<file path="src/rtl/rst_seq_pkg.sv">
package rst_seq_pkg;
    localparam int NUM_SRC     = 9;
    localparam int SRC_W       = $clog2(NUM_SRC);
    localparam int CNT_W       = 15;
    localparam int SHORT_BASE  = 2400;
    localparam int SHORT_STEP  = 10;
    localparam int LONG_BASE   = 16000;
    localparam int LONG_STEP   = 100;
    localparam int SRC_PIN     = 1;
    localparam int SRC_LOCK    = 2;
    localparam int SRC_SWEXT   = 8;

    typedef logic [SRC_W-1:0] src_idx_t;

    typedef enum logic [1:0] {
        ST_IDLE,
        ST_COUNT,
        ST_SAMPLE,
        ST_HOLD
    } seq_state_e;

    typedef struct packed {
        logic     valid;
        src_idx_t idx;
    } pick_t;

    function automatic logic [CNT_W-1:0] main_len(input src_idx_t idx, input logic long_mode);
        int v;
        if (long_mode) v = LONG_BASE + LONG_STEP * int'(idx);
        else           v = SHORT_BASE + SHORT_STEP * int'(idx);
        return CNT_W'(v);
    endfunction
endpackage

</file>
<file path="src/rtl/rst_req_sync.sv">
module rst_req_sync #(
    parameter int N       = 9,
    parameter int STAGES  = 2,
    parameter int PIN_IDX = 1
) (
    input  logic         clk,
    input  logic         rst,
    input  logic [N-1:0] req_raw,
    output logic [N-1:0] lvl,
    output logic [N-1:0] evt
);
    logic [N-1:0] stg [STAGES];
    logic [N-1:0] s_d;
    logic [N-1:0] acc_d;

    genvar g;
    generate
        for (g = 0; g < STAGES; g++) begin : g_stage
            always_ff @(posedge clk) begin
                if (rst) stg[g] <= '0;
                else if (g == 0) stg[g] <= req_raw;
                else stg[g] <= stg[(g == 0) ? 0 : g-1];
            end
        end
    endgenerate

    always_comb begin
        lvl          = stg[STAGES-1];
        lvl[PIN_IDX] = stg[STAGES-1][PIN_IDX] & s_d[PIN_IDX];
    end

    always_ff @(posedge clk) begin
        if (rst) begin
            s_d   <= '0;
            acc_d <= '0;
        end else begin
            s_d   <= stg[STAGES-1];
            acc_d <= lvl;
        end
    end

    assign evt = lvl & ~acc_d;

    generate
        if (STAGES == 2) begin : g_pin_chk
            AST_PIN_TWO_SAMPLES: assert property (@(posedge clk) disable iff (rst)
                evt[PIN_IDX] |-> ($past(req_raw[PIN_IDX], 2) && $past(req_raw[PIN_IDX], 3)));
        end
    endgenerate
endmodule

</file>
<file path="src/rtl/rst_prio_pick.sv">
module rst_prio_pick
    import rst_seq_pkg::*;
#(
    parameter int N = 9
) (
    input  logic [N-1:0] evt,
    input  logic         cur_valid,
    input  src_idx_t     cur_idx,
    output pick_t        pick
);
    src_idx_t low_idx;

    always_comb begin
        low_idx = '0;
        for (int i = N-1; i >= 0; i--) begin
            if (evt[i]) low_idx = src_idx_t'(i);
        end
        pick.valid = |evt;
        pick.idx   = (cur_valid && (cur_idx < low_idx)) ? cur_idx : low_idx;
    end
endmodule

</file>
<file path="src/rtl/rst_seq_fsm.sv">
module rst_seq_fsm
    import rst_seq_pkg::*;
#(
    parameter int N          = 9,
    parameter int SAMPLE_CYC = 4,
    parameter int SWEXT_IDX  = 8
) (
    input  logic         clk,
    input  logic         rst,
    input  pick_t        pick,
    input  logic         long_mode,
    input  logic         lock_lvl,
    output logic         rst_out_n,
    output logic         sys_rst,
    output logic         cfg_sample,
    output logic [N-1:0] cause,
    output logic         cur_valid,
    output src_idx_t     cur_idx
);
    localparam logic [CNT_W-1:0] SAMPLE_LAST = CNT_W'(SAMPLE_CYC - 1);

    seq_state_e       state;
    logic [CNT_W-1:0] cnt;

    always_ff @(posedge clk) begin
        if (rst) begin
            state   <= ST_IDLE;
            cnt     <= '0;
            cur_idx <= '0;
            cause   <= '0;
        end else if (pick.valid) begin
            state   <= ST_COUNT;
            cnt     <= main_len(pick.idx, long_mode) - 1'b1;
            cur_idx <= pick.idx;
            cause   <= N'(1) << pick.idx;
        end else begin
            case (state)
                ST_COUNT: begin
                    if (cnt == '0) begin
                        state <= ST_SAMPLE;
                        cnt   <= SAMPLE_LAST;
                    end else begin
                        cnt <= cnt - 1'b1;
                    end
                end
                ST_SAMPLE: begin
                    if (cnt == '0) state <= lock_lvl ? ST_HOLD : ST_IDLE;
                    else           cnt   <= cnt - 1'b1;
                end
                ST_HOLD: begin
                    if (!lock_lvl) state <= ST_IDLE;
                end
                default: state <= ST_IDLE;
            endcase
        end
    end

    assign cur_valid  = (state != ST_IDLE);
    assign rst_out_n  = (state == ST_IDLE);
    assign cfg_sample = (state == ST_SAMPLE);
    assign sys_rst    = cur_valid && (cur_idx != src_idx_t'(SWEXT_IDX));

    AST_SAMPLE_OUT_LOW: assert property (@(posedge clk) disable iff (rst)
        cfg_sample |-> !rst_out_n);
    AST_SAMPLE_FOUR: assert property (@(posedge clk) disable iff (rst)
        $fell(cfg_sample) |-> $past(cfg_sample, SAMPLE_CYC));
    AST_SYS_INSIDE_OUT: assert property (@(posedge clk) disable iff (rst)
        sys_rst |-> !rst_out_n);
    AST_RELEASE_NO_LOCK: assert property (@(posedge clk) disable iff (rst)
        $rose(rst_out_n) |-> !$past(lock_lvl));
    AST_CAUSE_ONEHOT: assert property (@(posedge clk) disable iff (rst)
        $onehot0(cause));
    AST_CAUSE_KEPT: assert property (@(posedge clk) disable iff (rst)
        $rose(rst_out_n) |-> $stable(cause));
endmodule

</file>
<file path="src/rtl/rst_sequencer.sv">
module rst_sequencer
    import rst_seq_pkg::*;
#(
    parameter int N_SRC       = NUM_SRC,
    parameter int SYNC_STAGES = 2,
    parameter int SAMPLE_CYC  = 4
) (
    input  logic             clk,
    input  logic             rst,
    input  logic [N_SRC-1:0] req_i,
    input  logic             long_mode_i,
    output logic             rst_out_n,
    output logic             sys_rst_o,
    output logic             cfg_sample_o,
    output logic [N_SRC-1:0] cause_o
);
    logic [N_SRC-1:0] req_lvl;
    logic [N_SRC-1:0] req_evt;
    logic             cur_valid;
    src_idx_t         cur_idx;
    pick_t            pick;

    rst_req_sync #(
        .N       (N_SRC),
        .STAGES  (SYNC_STAGES),
        .PIN_IDX (SRC_PIN)
    ) i_sync (
        .clk     (clk),
        .rst     (rst),
        .req_raw (req_i),
        .lvl     (req_lvl),
        .evt     (req_evt)
    );

    rst_prio_pick #(
        .N (N_SRC)
    ) i_pick (
        .evt       (req_evt),
        .cur_valid (cur_valid),
        .cur_idx   (cur_idx),
        .pick      (pick)
    );

    rst_seq_fsm #(
        .N          (N_SRC),
        .SAMPLE_CYC (SAMPLE_CYC),
        .SWEXT_IDX  (SRC_SWEXT)
    ) i_fsm (
        .clk        (clk),
        .rst        (rst),
        .pick       (pick),
        .long_mode  (long_mode_i),
        .lock_lvl   (req_lvl[SRC_LOCK]),
        .rst_out_n  (rst_out_n),
        .sys_rst    (sys_rst_o),
        .cfg_sample (cfg_sample_o),
        .cause      (cause_o),
        .cur_valid  (cur_valid),
        .cur_idx    (cur_idx)
    );
endmodule

</file>
<file path="config.mk">
export PLATFORM = sky130hd
export DESIGN_NAME = rst_sequencer
export DESIGN_NICKNAME = d
export VERILOG_FILES = /design/src/rtl/rst_seq_pkg.sv /design/src/rtl/rst_req_sync.sv /design/src/rtl/rst_prio_pick.sv /design/src/rtl/rst_seq_fsm.sv /design/src/rtl/rst_sequencer.sv
export SDC_FILE = /design/constraint.sdc
export NUM_CORES = 1
export LEC_CHECK = 0
export ABC_AREA = 1
export CAP_MARGIN = 20
export CORE_UTILIZATION = 53
export DETAILED_ROUTE_END_ITERATION = 10
export PLACE_DENSITY = 0.76
export SLEW_MARGIN = 20
export SYNTH_ARGS = -nofsm -noshare
export SYNTH_HDL_FRONTEND = slang
export SYNTH_SLANG_ARGS = --single-unit
</file>
<file path="constraint.sdc">
create_clock -name clk -period 4.7 [get_ports clk]
set_input_delay 0.47 -clock clk [delete_from_list [all_inputs] [get_ports clk]]
set_output_delay 0.47 -clock clk [all_outputs]
set_load 0.005 [all_outputs]
</file>
# --- Word-level counts from Yosys, hierarchy flattened ---
# Memories as Yosys holds them, arrays and structs flattened.
# Cells that the tools add are included.
# W data, S select, Z words.
word_totals:
  word_cells: 71
  mem_bits_rw: 18
  mem_count: 1
  out_inout_bits: 12
  input_bits: 12
  regBits: 41
memory_table:
  columns: ["name", "depth", "word_bits", "rd", "rd_ports_with_merged_regs", "write_ports", "line_no", "text"]
  rows:
  - ["i_sync.stg", 2, 9, 2, 0, 2, "rst_req_sync.sv:12", "logic [N-1:0] stg [STAGES];"]
op_classes:
  n_lt_le_gt_ge: 1
  shift: 1
  n_bitwise: 5
  n_eq_ne: 11
  n_mux: 28
  reduce_logical: 11
  mul: 2
  addsub: 4
op_table:
  columns: ["operator", "n"]
  rows:
  - ["$mux W15", 6]
  - ["$mux W4", 10]
  - ["$pmux W15 S2", 1]
  - ["$sub A15 B1 Y15 const B", 2]
  - ["$mux W9", 2]
  - ["$add A13 B15 Y15 const A", 1]
  - ["$add A15 B15 Y15 const A", 1]
  - ["$logic_not A15 Y1", 1]
  - ["$reduce_or A10 Y1", 1]
  - ["$and A9 B9 Y9", 1]
  - ["$mul A5 B4 Y9 const A", 1]
  - ["$not A9 Y9", 1]
  - ["$reduce_or A9 Y1", 1]
  - ["$shl A1 B4 Y9 const A", 1]
  - ["$mux W2", 4]
  - ["$mul A3 B4 Y7 const A", 1]
  - ["$ne A3 B1 Y1 const B", 2]
  - ["$ne A3 B2 Y1 const B", 2]
  - ["$pmux W2 S3", 1]
  - ["$reduce_and A3 Y1", 2]
  - ["$eq A2 B2 Y1 const B", 2]
  - ["$lt A4 B4 Y1", 1]
  - ["$mux W1", 4]
  - ["$ne A2 B1 Y1 const B", 2]
  - ["10 further kinds", 12]

# --- Logic depth before layout (Yosys ltp) ---
# Gate-level depths: netlist of run 1.
# An unclocked memory read counts as a cell.
logic_depth:
  word_depth: 22
  depth_mapped: 33
  depth_no_buf: 33

# --- Cells and area by module ---
# From an unflattened synthesis of run 1, not the netlist that was laid out.
unflattened:
  cells_unflattened: 513
  area_unflattened_um2: 3641.0
modules_own_cells:
  columns: ["mod", "area_each_um2", "seq_area_each_um2", "cells_per_inst", "n_inst"]
  rows:
  - ["rst_seq_fsm", 2456.1, 600.6, 352, 1]
  - ["rst_req_sync", 904.6, 560.5, 105, 1]
  - ["rst_prio_pick", 280.3, 0.0, 56, 1]

# --- Worst setup path after synthesis of run 1 ---
# OpenSTA, ideal clock, no wires.
synth_path:
  kind: "reg2reg"
  from: "memory i_sync.stg[1][2]"
  to: "register i_fsm.cnt[11]"
  setup_time_ns: 0.113
  path_buffers: 0
  setup_slack_ns: 0.204
  path_stages_with_launch: 29
  arrival_time_ns: 4.383
  path_cell_list: "dfxtp_1 > inv_2 > or2_1 > nand2_1 > nor2_1 > nand2_1 > nor2_1 > inv_1 > ha_1 > a211o_1 > inv_1 > nand2_8 > nand2_2 > nand2_1 > ha_1 > ha_1 > fa_1 > xnor2_1 > inv_1 > ha_1 > or2_2 > nand2_4 > nand3_4 > nor2_4 > nand2_1 > nand2_1 > nand2_1 > nand2_1 > nand2_1"
synth_lines:
  columns: ["item", "line_no", "text"]
  rows:
  - ["from (decl)", "rst_req_sync.sv:12", null]
  - ["to (signal assigned)", "rst_seq_fsm.sv:33", "cnt <= main_len(pick.idx, long_mode) - 1'b1;"]
  - ["to (signal assigned)", "rst_seq_fsm.sv:43", "cnt <= cnt - 1'b1;"]
  - ["to (signal assigned)", "rst_seq_fsm.sv:48", "else cnt <= cnt - 1'b1;"]
  - ["to (decl)", "rst_seq_fsm.sv:23", "logic [CNT_W-1:0] cnt;"]

==> results.txt, run 1 <==
#FFs+latches synth: 58
CP Data Required Time: 4.93 ns
hold slack final: 0.400 ns
Syn Area/Cell: 7.17 µm²
Ys Warns: 0
cell area after synthesis: 0.00351 mm²
site row count: 29
Max Cap Violations: 0
total power draw: 1.61 mW
hold_sp: i_sync.stg[0][6]
fmax: 223 MHz
Final Hold Fails: 0
PwrDens: 390 mW/mm²
gp weighted congestion: 0.834
type of origin of the critical path: flip-flop
largest net degree at the start of global routing: 26
CTS root buf: clkbuf_8
vias per inst: 4.97
detailed-route via count: 3,029
Tmin final: 4.48 ns
top cells by area, synth: dfxtp_1, ha_1, nand2_1
Final Non-Filler Cells: 610
P&R area growth vs syn: 17.9%
relative slew slack: 47.7%
CTS clock-pin slew for the worst setup and hold paths: 0.07 ns
Setup TNS: 0 ns
setup ws final: 0.220 ns
placed cell area: 0.00385 mm²
DIE HEIGHT: 83.4 µm
CTS tree: built
Initial DRC Count: 126
die area: 0.00696 mm²
Top-Level Pins: 24
top cell type's share of synthesized area: 33.1%
Core ar.: 0.00639 mm²
P_leak: 1.95 nW
DRT Wirelength: 7300 µm
drt wl/cell: 12.0 µm
worst-skew pair later-pin latency: 0.34 ns
Starting Density: 55.0%
vias in the first global route: 2,916
Post-Syn Nets: 529
period utilization: 95.3%
status: finished clean
Final setup viols: 0
CTS Buf Count: 9
Netlist cell types: 42
worst-case vdd ir drop: 0.228 mV
post-synth top area cell: dfxtp_1
most frequent cells in the layout: nand2_1, inv_1, nor2_1, dfxtp_1, o21ai_0
Final #Nets: 567
post-route cell area: 0.00414 mm²
post-route DRC violation count: 0
clk buf depth: 2
ant diodes: 0
detailed placer's ending HPWL: 5410 µm
Port-buffer cells: 23
initial antenna violation count: 0
Fillers: 548
pre-CTS setup slack: -0.0206 ns
Seq/Total Area, Yosys: 33.1%
first-pass GRT wire length: 12,800 µm
Worst Setup SP: i_sync.acc_d[6]
Hold Crit Class: reg -> reg
commonest non-fill, non-tap cell in the layout: nand2_1
share of layout cells above drive strength 1: 16.9%
CTS sink cnt: 58
iteration count of the initial detailed-routing pass: 4
crit path kind: reg -> reg
DIE WIDTH: 83.4 µm
grt total ovfl: 0
final antenna-violating net count: 0
CP arrival: 4.72 ns
GRT Util Overall: 22.8%
worst r2r src: i_sync.acc_d[6]
area occupied by multi-input gates: 0.00203 mm²
fin. max-slew vios: 0
Crit. End Element: flip-flop
Storage cell area: 0.00116 mm²
cells after synthesis: 490
DP Cell Count: 588
Max Clock Skew: 0.00668 ns
worst-path fanout max: 7
Slew @ Worst Pin: 0.782 ns
htree depth: 3
Final Core Density: 64.9%
==> worst paths after layout <==
| check | to | slack, ns | depth (start not counted) |
|---|---|---|---|
| max | i_fsm.cnt[14] | 0.22 | 26 |
| min | i_sync.stg[1][6] | 0.40 | 2 |
| max reg2reg | i_fsm.cnt[14] | 0.22 | 26 |
| min reg2reg | i_sync.stg[1][6] | 0.40 | 2 |
==> layout make-up <==
type	instances	share of cell area, %
multi-input cells	336	49.0
flip-flops and latches	58	28.0
repair buffers	36	8.01
inverters	87	7.95
clock buffers	10	3.08
well taps	77	2.33
clock inverters	6	1.63
==> worst max-delay path, stage by stage, from the launching register on <==
cell and delay (ns):
dfxtp_1 0.31, inv_1 0.04, nand2_1 0.07, o21ai_0 0.11, nor2_1 0.18, nand2_2 0.11, nor2_4 0.13, inv_2 0.06
ha_1 0.28, a211o_1 0.33, inv_4 0.11, nand2_8 0.10, nand2_4 0.08, nand2_4 0.09, ha_1 0.30, ha_1 0.24
fa_2 0.36, xnor2_1 0.16, inv_1 0.08, ha_1 0.26, or2_2 0.32, nand2_4 0.12, nand3_4 0.09, nor2_1 0.13
nand2_1 0.09, a21oi_2 0.17, a21oi_1 0.06
==> cells in the mapped netlist, drive strengths merged <==
cell type	number
or2	7
a22oi	1
buf	3
dfxtp	58
xor2	8
nand4	2
nor4	2
ha	25
nor3	6
fa	2
a21boi	1
a21o	1
nand3b	1
o2111ai	1
nor2	77
a41oi	1
xnor2	7
nand3	27
clkbuf	6
o31ai	1
a211o	1
and2	1
nand2	103
o21ai	32
inv	87
a21oi	24
a31oi	1
o22ai	4
==> metal layers <==
layer | global-route usage, % | vias up | part of all wire, %
met5 | 0 | - | 0
met1 | 29.0 | 1358 | 48
li1 | - | 1609 | -
met2 | 36.4 | 51 | 46
met4 | 9.25 | 0 | 1.8
met3 | 6.56 | 11 | 3.4
==> report_power, final <==
group,internal (mW),total [mW],switching (mW)
clock network,0.245,0.453,0.207
logic,0.226,0.581,0.355
registers,0.539,0.580,0.0414
==> logic make-up (layout without fill, tap and decap cells) <==
group | Yosys count | in the layout | share of synthesized area, %
AOI/OAI and AO/OA | 68 | 68 | 10.8
xor gates and xnor gates | 15 | 15 | 3.74
adders and majority gates | 27 | 27 | 10.0
buffers and inverters | 96 | 139 | 10.4
DFF | 58 | 58 | 33.1
and+or+nand+nor | 226 | 226 | 32.0
==> what timing repair did <==
action,in CTS,in global routing
pin swaps,0,8
setup endpoints to repair,1,9
hold buffers,0,0
setup buffers,0,6
hold endpoints to repair,0,0
gates resized for setup,1,16
==> state kept, by name (all words and copies together) (netlist names) <==
name	cells
i_fsm.cause	9
i_fsm.cnt	15
i_fsm.cur_idx	4
i_fsm.state	2
i_sync.acc_d	9
i_sync.s_d	1
i_sync.stg	18
(Power assumes the default switching activity.)
==> run 2, diff against run 1 <==
--- a/config.mk
+++ b/config.mk
@@ -5,7 +5,6 @@
 export SDC_FILE = /design/constraint.sdc
 export NUM_CORES = 1
 export LEC_CHECK = 0
-export ABC_AREA = 1
 export CAP_MARGIN = 20
 export CORE_UTILIZATION = 53
 export DETAILED_ROUTE_END_ITERATION = 10
==> results.txt, run 2 <==
status: finished, violations left
failing checks: setup timing
register with the most flip-flops: i_sync.stg
Ys Warns: 0
fin. max-slew vios: 0
Final Non-Filler Cells: 588
CTS clock-pin slew for the worst setup and hold paths: 0.06 ns
fmax: 208 MHz
ant diodes: 0
Netlist cell types: 66
worst-skew pair later-pin latency: 0.35 ns
ys async rst share: 0%
P_leak: 1.92 nW
Starting Density: 54.8%
Max Cap Violations: 0
Final #Nets: 546
most frequent cells in the layout: buf_4, dfxtp_1, nand2_1, nor2_1, nor2b_1
Max Clock Skew: 0.00651 ns
top cell type's share of synthesized area: 33.4%
worst-case vdd ir drop: 0.281 mV
crit path kind: reg -> reg
cell area after synthesis: 0.00348 mm²
CTS tree: built
Storage cell area: 0.00116 mm²
most common cell in the synthesized netlist: dfxtp_1
Final Hold Fails: 0
Most used DFF post-synth: dfxtp_1
DP Cell Count: 544
commonest non-fill, non-tap cell in the layout: buf_4
top cells by area, synth: dfxtp_1, ha_1, nor2b_1
site row count: 29
Hold Crit Class: reg -> reg
relative slew slack: 35.6%
top cells by count, synth: dfxtp_1, nor2b_1, nand2_1, nor2_1, a21oi_1
Largest stage delay, worst path: 0.55 ns
DIE HEIGHT: 83.0 µm
DIE WIDTH: 83.0 µm
Critical-path top delay cell: or4_4
vias in the first global route: 3,167
Syn Area/Cell: 8.29 µm²
PwrDens: 402 mW/mm²
Post-Syn Nets: 459
Core ar.: 0.00635 mm²
placed cell area: 0.00413 mm²
die area: 0.00690 mm²
initial antenna violation count: 0
grt total ovfl: 0
CP arrival: 5.08 ns
first-pass GRT wire length: 14,500 µm
vias per inst: 5.80
Slew @ Worst Pin: 0.963 ns
Initial DRC Count: 195
share of layout cells above drive strength 1: 28.8%
drt wl/cell: 16.6 µm
hold slack final: 0.436 ns
post-route DRC violation count: 0
final antenna-violating net count: 0
#FFs+latches synth: 58
CTS sink cnt: 58
Final setup viols: 3
RSZ-0062 raised after global routing: true
type of origin of the critical path: flip-flop
Fillers: 442
Port-buffer cells: 23
Top-Level Pins: 24
setup ws final: -0.106 ns
htree depth: 3
EDFF count, synth: 0
flip-flop count of the largest register after layout: 18
CTS Buf Count: 9
worst-path fanout max: 3
detailed-route via count: 3,411
iteration count of the initial detailed-routing pass: 5
CTS root buf: clkbuf_8
Seq/Total Area, Yosys: 33.4%
CP Data Required Time: 4.97 ns
post-route cell area: 0.00473 mm²
DRT Wirelength: 9730 µm
post-synth top area cell: dfxtp_1
GRT Util Overall: 26.6%
P&R area growth vs syn: 35.8%
Tmin final: 4.81 ns
period utilization: 102%
detailed placer's ending HPWL: 6330 µm
cells after synthesis: 420
Crit. End Element: flip-flop
biggest regs: i_sync.stg: 18 flops, i_fsm.cnt: 15 flops
CP cell instances: nor2b_2 -> nor4_4 -> buf_4 -> nand2b_4 -> ha_2 -> a2111o_1 -> nor2_4 -> inv_2 -> o211a_4 -> nor2_4 -> inv_4 -> ha_4 -> ha_4 -> fa_2 -> inv_2 -> ha_4 -> a31oi_4 -> inv_2 -> nand3_2 -> or4_4 -> or2_1 -> a31oi_1
largest net degree at the start of global routing: 58
area occupied by multi-input gates: 0.00247 mm²
clk buf depth: 2
gp weighted congestion: 0.903
==> run 2: cell count changes in the layout (fill, tap and decap cells not counted), moves of 11 or more <==
cell	previous run	this run
buf_4	12	68
nand2_1	81	33
nor2_1	68	32
inv_1	77	16
nand2_4	11	0
nor2b_1	0	29
==> run 2: path summary, 6_finish.rpt <==
check / startpoint / to / slack (ns) / depth (start not counted)
setup / recovery: i_sync.stg[1][2] / i_fsm.cnt[12] / -0.11 / 22
hold / removal: i_sync.stg[0][4] / i_sync.stg[1][4] / 0.44 / 1
setup reg to reg: i_sync.stg[1][2] / i_fsm.cnt[12] / -0.11 / 22
hold reg to reg: i_sync.stg[0][4] / i_sync.stg[1][4] / 0.44 / 1
==> run 2: power breakdown <==
part           internal [mW]  switching (mW)  leakage, nW
Sequential             0.543          0.0435        0.478
Clock                  0.200           0.198       0.0879
Combinational          0.432           0.484         1.35
==> run 2: repair_timing <==
action | 4_1_cts | 5_1_grt
hold buffers | 0 | 0
endpoints found under the setup margin | 5 | 7
gates resized for setup | 15 | 30
buffers inserted | 19 | 11
pin swaps | 18 | 12
==> run 2: layout make-up <==
cell class	count	area share, %
flip-flops and latches	58	24.6
clock buffers	10	2.91
repair buffers	92	15.8
well taps	77	2.04
inverters	21	1.72
multi-input cells	325	52.3
clock inverters	5	0.662
==> run 2: cell families (layout without fill, tap and decap cells) <==
kind of cell             count (synthesis)  after routing  share of synthesized area, %
adder cells (fa/ha/maj)                 27             27                          10.1
XOR/XNOR                                12             12                          3.02
AO/OA/AOI/OAI                          106            106                          21.2
AND/OR/NAND/NOR                        176            176                          27.1
flip-flops                              58             58                          33.4
multiplexers                             4              4                          1.19
buffers and inverters                   37            128                          3.99
==> run 2: per-stage QoR <==
step                utilization (%)  power (mW)  TNS [ns]  worst slack, ns
floorplan                         -        1.10    -0.404           -0.181
global placement               65.0        1.32    -0.227          -0.0794
detailed placement             65.0        1.33    -0.719           -0.178
CTS                            70.6        1.79   -0.0183          -0.0183
global route                   74.5        2.02     -1.41           -0.303
finish                         74.5        1.90    -0.231           -0.106
==> run 2: worst max-delay path, delay by kind of cell (launching register included) <==
kind	cells	cell delay, ns
simple gates	8	1.61
fa+ha+maj	5	1.39
compound gates	4	0.97
buf+inv	5	0.45
flops	1	0.32
==> run 2: per-layer routing <==
layer / routed length (µm) / vias up / part of all wire [%] / GRT usage, %
li1: - / 1674 / - / -
met2: 4680 / 97 / 48 / 42.7
met1: 4250 / 1611 / 44 / 34.2
met5: 0 / - / 0 / 0
met3: 447 / 29 / 4.6 / 5.47
met4: 352 / 0 / 3.6 / 13.0
==> run 3, diff against run 2 <==
--- a/config.mk
+++ b/config.mk
@@ -6,9 +6,9 @@
 export NUM_CORES = 1
 export LEC_CHECK = 0
 export CAP_MARGIN = 20
-export CORE_UTILIZATION = 53
+export CORE_UTILIZATION = 50
 export DETAILED_ROUTE_END_ITERATION = 10
-export PLACE_DENSITY = 0.76
+export PLACE_DENSITY = 0.72
 export SLEW_MARGIN = 20
 export SYNTH_ARGS = -nofsm -noshare
 export SYNTH_HDL_FRONTEND = slang
==> results.txt, run 3 (synthesis gave the netlist of run 2 again) <==
status: finished, violations left
failing checks: setup timing
Initial DRC Count: 155
type of origin of the critical path: flip-flop
Final #Nets: 530
share of layout cells above drive strength 1: 24.4%
period utilization: 101%
iteration count of the initial detailed-routing pass: 5
vias per inst: 5.58
buffer and inverter count on the worst path: 5
detailed placer's ending HPWL: 6220 µm
R2R depth: 22
pre-CTS setup slack: -0.159 ns
Tmin final: 4.73 ns
crit path kind: reg -> reg
htree depth: 3
register with the most flip-flops: i_sync.stg
Final setup viols: 3
worst-path fanout max: 5
crit-path most repeated cell: ha_4
first-pass GRT wire length: 13,900 µm
die area: 0.00730 mm²
Port-buffer cells: 23
worst-case vdd ir drop: 0.227 mV
setup ws final: -0.0253 ns
final antenna-violating net count: 0
fin. max-slew vios: 0
flip-flop count of the largest register after layout: 18
site row count: 30
Max Cap Violations: 0
DRT Wirelength: 8730 µm
Hold Path End: i_sync.stg[1][2]
drt wl/cell: 15.2 µm
CP cell instances: nor2b_4 -> nor4_4 -> buf_4 -> nand2b_4 -> ha_4 -> a2111o_1 -> nor2_4 -> inv_2 -> o211a_4 -> nor2_4 -> inv_4 -> ha_4 -> ha_4 -> fa_2 -> inv_2 -> ha_4 -> a31oi_4 -> inv_2 -> nand3_2 -> or4_4 -> or2_1 -> a31oi_1
GRT Util Overall: 24.6%
Final Core Density: 66.8%
CP delay by family, top: simple AND/OR/NAND/NOR gates
CTS sink cnt: 58
biggest regs: i_sync.stg: 18 flops, i_fsm.cnt: 15 flops
placed cell area: 0.00415 mm²
P&R area growth vs syn: 29.6%
relative slew slack: 35.6%
Starting Density: 51.5%
RSZ-0062 raised after global routing: true
Core ar.: 0.00676 mm²
CP Data Required Time: 4.96 ns
WHS Path Cells: 1
CTS Buf Count: 9
worst-skew pair later-pin latency: 0.34 ns
Largest stage delay, worst path: 0.55 ns
detailed-route via count: 3,211
initial antenna violation count: 0
post-route DRC violation count: 0
vias in the first global route: 2,999
commonest non-fill, non-tap cell in the layout: dfxtp_1
reg-to-reg endpoint: i_fsm.cnt[12]
worst r2r src: i_sync.stg[1][3]
total power draw: 1.78 mW
CP arrival: 4.99 ns
DIE HEIGHT: 85.4 µm
CTS clock-pin slew for the worst setup and hold paths: 0.07 ns
Hold Crit Class: reg -> reg
Slew @ Worst Pin: 0.963 ns
CTS root buf: clkbuf_8
ant diodes: 0
DIE WIDTH: 85.4 µm
CTS tree: built
Critical-path top delay cell: or4_4
Crit. End Element: flip-flop
Setup TNS: -0.0409 ns
Final Hold Fails: 0
clk buf depth: 2
gp weighted congestion: 0.938
Worst R2R Setup Slack: -0.03 ns
fmax: 212 MHz
P_leak: 1.85 nW
Top-Level Pins: 24
hold_sp: i_sync.stg[0][2]
PwrDens: 394 mW/mm²
grt total ovfl: 0
most frequent cells in the layout: dfxtp_1, buf_4, nand2_1, nor2_1, nor2b_1
largest net degree at the start of global routing: 58
post-route cell area: 0.00451 mm²
Max Clock Skew: 0.00872 ns
==> run 3: what timing repair did <==
action                     CTS  global route
hold buffers                 0             0
pin swaps                   14             5
resized for setup           17            14
gates cloned                 0             0
setup endpoints to repair    5             6
buffers inserted             5             7
==> run 3: how the worst max path moves through the flow <==
stage / from / endpoint / slack, ns / depth (start not counted)
floorplan: i_sync.stg[1][1] / i_fsm.cnt[12] / -0.18 / 21
global placement: i_sync.stg[1][1] / i_fsm.cnt[12] / -0.06 / 20
detailed placement: i_sync.stg[1][1] / i_fsm.cnt[12] / -0.16 / 20
CTS: i_sync.stg[1][3] / i_fsm.cnt[12] / 0.002 / 22
global route: i_sync.stg[1][0] / i_fsm.cnt[10] / -0.21 / 22
finish: i_sync.stg[1][3] / i_fsm.cnt[12] / -0.03 / 22
==> run 3: final cells by class <==
cell class	instances	area, µm²
well taps	80	100
inverters	21	81.3
flip-flops and latches	58	1170
fillers	552	2240
multi-input cells	325	2380
repair buffers	76	623
clock inverters	6	35.0
clock buffers	9	124
==> run 3: stage by stage <==
| step | instances | hold WS, ns |
|---|---|---|
| finish | 575 | 0.435 |
| global route | 575 | 0.445 |
| CTS | 568 | 0.439 |
| detailed placement | 549 | 0.424 |
| global placement | 549 | 0.417 |
| floorplan | 420 | 0.414 |
==> run 3: power breakdown <==
group / internal, mW / switching [mW] / leakage (nW)
sequential: 0.543 / 0.0444 / 0.479
combinational: 0.375 / 0.434 / 1.29
clock: 0.184 / 0.197 / 0.0806
==> run 3: per-layer routing <==
metal  track usage, %  wire length [µm]  up-vias
met1             31.0              4110     1511
met5                0                 0        -
met3             6.13               245       16
met4             10.5               170        0
met2             40.1              4200       53
li1                 -                 -     1631
